File: src/rtl/prog_status_rdmux.sv
module prog_status_rdmux #(
  parameter int DW = 8
) (
  input  logic          clk,
  input  logic          rst_n,
  input  logic          busy,
  input  logic [DW-1:0] last_byte,
  input  logic          ce_n,
  input  logic          oe_n,
  input  logic          we_n,
  input  logic [DW-1:0] array_q,
  output logic [DW-1:0] dout
);
  localparam int POLL_BIT = DW - 1;
  localparam int TOG_BIT  = DW - 2;

  logic          rd, rd_q, busy_q, tog;
  logic [DW-1:0] status;

  assign rd = ~ce_n & ~oe_n & we_n;

  always_ff @(posedge clk or negedge rst_n) begin
    if (!rst_n) begin
      rd_q   <= 1'b0;
      busy_q <= 1'b0;
      tog    <= 1'b1;
    end else begin
      rd_q   <= rd;
      busy_q <= busy;
      if (busy && !busy_q)
        tog <= 1'b1;
      else if (busy && rd_q && !rd)
        tog <= ~tog;
    end
  end

  always_comb begin
    status           = last_byte;
    status[POLL_BIT] = ~last_byte[POLL_BIT];
    status[TOG_BIT]  = tog;
  end

  assign dout = !rd ? '0 : (busy ? status : array_q);


  p_idle_zero_r1: assert property (@(posedge clk) disable iff (!rst_n)
    !rd |-> dout == '0);

  p_poll_inv_r2: assert property (@(posedge clk) disable iff (!rst_n)
    (rd && busy) |-> dout[POLL_BIT] != last_byte[POLL_BIT]);

  p_toggle_flip_r3: assert property (@(posedge clk) disable iff (!rst_n)
    (busy && busy_q && rd_q && !rd) |=> tog != $past(tog));

  p_toggle_hold_r3: assert property (@(posedge clk) disable iff (!rst_n)
    (rd && rd_q && busy && busy_q) |=> $stable(tog));

  p_first_one_r4: assert property (@(posedge clk) disable iff (!rst_n)
    (busy && !busy_q) |=> tog);

  p_low_copy_r5: assert property (@(posedge clk) disable iff (!rst_n)
    (rd && busy) |-> dout[TOG_BIT-1:0] == last_byte[TOG_BIT-1:0]);

  p_array_pass_r6: assert property (@(posedge clk) disable iff (!rst_n)
    (rd && !busy) |-> dout == array_q);
endmodule

File: config.mk
export PLATFORM = sky130hd
export DESIGN_NAME = prog_status_rdmux
export DESIGN_NICKNAME = d
export VERILOG_FILES = /design/src/rtl/prog_status_rdmux.sv
export SDC_FILE = /design/constraint.sdc
export NUM_CORES = 1
export LEC_CHECK = 0
export BUFFER_PORTS_ARGS = -buffer_cell sky130_fd_sc_hd__buf_2
export CORE_AREA = 2 2 39 41
export CTS_CLUSTER_DIAMETER = 150
export DETAILED_ROUTE_END_ITERATION = 8
export DIE_AREA = 0 0 41 43
export SLEW_MARGIN = 20
export SYNTH_ARGS = -nofsm -noshare
export SYNTH_HDL_FRONTEND = slang
export SYNTH_SLANG_ARGS = --single-unit
export TNS_END_PERCENT = 30
File: constraint.sdc
create_clock -name clk -period 1.45 [get_ports clk]
set_clock_uncertainty 0.15 [all_clocks]
set_input_delay 0.145 -clock clk [delete_from_list [all_inputs] [get_ports clk]]
set_output_delay 0.145 -clock clk [all_outputs]
set_load 0.01 [all_outputs]
==> flow_summary.ini <==
[power_and_ir_drop]
p_per_area_mw_per_mm2 = 713
p_leak_nw = 0.260
ir_worst_vdd_mv = 0.293

[global_route]
use_met2_pct = 14.1
grt_pass1_wl_mm = 1.15
antenna_found_initial = 0
grt_usage_pct = 9.96
grt_max_degree = 14
grt-ovfl-total = 0
grtUsageMet1_pct = 10.7
met3_usage_pct = 6.28
grt_pass1_vias = 318
top_usage_layer = met2

[drt]
wl_per_cell_um = 8.87
drc = 0
drtPass1Iterations = 3
antenna_left = 0
drt-initial-drc-count = 2
vias = 312
vias_per_cell = 4.16
wl_um = 665

[yosys]
ys_warn_count = 0
yosys-top-cells-count = nor2_1, mux2i_1, dfrtp_1
synth.most_common_cell = nor2_1
ys_async_sr_fraction_pct = 100
synthTopCellsByArea = mux2i_1, dfrtp_1, nor2_1, dfstp_2, a211oi_2
netlist.area_leader.share_pct = 28.6
yosysTopAreaCell = mux2i_1
synth_area_sq_um = 245
synth_edf_count = 0
synth_cell_type_count = 13
syn_inst = 27
synth_ff_type = dfrtp_1
syn_area_per_cell_sq_um = 9.08
synth_seq_cells = 3
ys_seq_area_share_pct = 31.1
syn_nets = 49

[floorplan]
io_pins = 30
core-area_sq_mm = 0.00138
die_area_sq_mm = 0.00176
die_w_um = 41
num_rows = 14
die_h_um = 43
start_util_pct = 17.7

[setup_path]
timing.reg2reg.setup_slack_ns = 0.46
critical_path_class = input port to primary output
start_kind = input port
path_max_fanout = 7
crit_required_ns = 1.15
endpoint_kind = primary output
slowest_delay_ns = 0.43
cpMostUsedCell = buf_2
cp_slowest_cell = or3b_4
critPathArrivalTime_ns = 1.08
crit_path_cell_trace = buf_2 -> or3b_4 -> buf_4 -> nor2_1 -> buf_2

[timing]
min_period_ns = 1.37
rsz0062_at_grt = false
maxSlewHeadroom_pct = 79.3
tightest_slew_ns = 0.311
setup_violations = 0
finalWorstSetupSlack_ns = 0.0792
fmaxAchievable_ghz = 0.730
finalHoldViolations = 0
min_period_over_period_pct = 94.5
fin_tns_setup_ns = 0
slew_viol_final = 0

[clocking]
cts_sinks = 3
htree_levels = 1
clockBufferDepth = 2
cts_buffers = 3
insertion_delay_ns = 0.23
cts_tree = done
cts_root_buf = clkbuf_4
path_clk_slew_ns = 0.03
post_cts_buffers = 0

[finish]
final_nets = 82
final_core_util_pct = 31.5
area_growth_pct = 77.6
fillCellCount = 151
drive_above_1_share_pct = 59.3
layoutNonFillerInstCount = 75
antennaDiodeCount = 0

[placed_design]
port_buffers = 28
gp_congestion = 0.539
dp_hpwl_um = 521
placed_cells = 70
place_ws_ns = -0.0197

[hold_path]
min_path_type = input port to register

[job]
cap_viol_max_count = 0

[outcome]
status = finished, final reports clean
==> stage by stage <==
stage               power [mW]  hold slack [ns]  area, sq um
floorplan                0.129           -0.301          245
global placement         0.163           -0.209          397
detailed placement       0.165           -0.206          397
CTS                      0.321           0.0551          435
global route             0.346           0.0526          435
finish                   0.311           0.0617          435
==> where the power goes <==
part / switching (mW) / internal, mW
clock network: 0.0409 / 0.103
registers: 0.00241 / 0.0900
logic: 0.0318 / 0.0426
total: 0.0750 / 0.236
==> critical path: cells and delay by family <==
family	cells	cell delay, ns
buffers and inverters	3	0.40
AND/OR/NAND/NOR	2	0.53
==> repair_timing <==
item	CTS	global route
endpoints found under the setup margin	5	0
hold endpoints to repair	3	0
hold buffers	1	0
resized for setup	1	0
==> final cells by class <==
| cell class | instances | area, sq um | share of cell area [%] |
|---|---|---|---|
| clock buffers | 4 | 26.3 | 6.03 |
| multi-input cells | 21 | 151 | 34.8 |
| well taps | 16 | 20.0 | 4.60 |
| repair buffers | 30 | 158 | 36.2 |
| flip-flops and latches | 3 | 76.3 | 17.5 |
| inverters | 1 | 3.75 | 0.862 |
==> registers in the layout (all words and copies together), names as in the netlist <==
name / cells
rd_q: 1
busy_q: 1
tog: 1
==> layout by cell type, fill, tap and decap left out, drive strengths merged <==
cell type    Yosys  routed
buf              2      29
nor2             8       8
mux2i            7       7
clkbuf           0       4
dfrtp            2       2
or3b             1       1
inv              1       1
a211oi           1       1
and3             1       1
nor2b            1       1
a311oi           1       1
a31oi            1       1
dlygate4sd3      0       1
dfstp            1       1
==> cells by family (layout without fill, tap and decap cells) <==
group	Yosys count	after routing	synth area share, %
mux	7	7	28.6
buf+inv	3	35	8.16
simple gates	11	11	20.9
compound gates	3	3	11.2
flops	3	3	31.1
==> metal layers <==
layer / up-vias / wire, um
met5: - / 0
met4: 0 / 0
met3: 0 / 78
met2: 16 / 315
met1: 136 / 271
li1: 160 / -
==> path summary, 6_finish.rpt <==
path / end / cells past startpoint / startpoint
min in group asynchronous: rd_q / 2 / rst_n
setup reg to reg: tog / 2 / tog
hold reg to reg: tog / 1 / rd_q
hold / removal: busy_q / 1 / busy
max in group asynchronous: tog / 2 / rst_n
setup / recovery: dout[0] / 5 / ce_n
No activity file was read; power rests on OpenSTA's default activity.
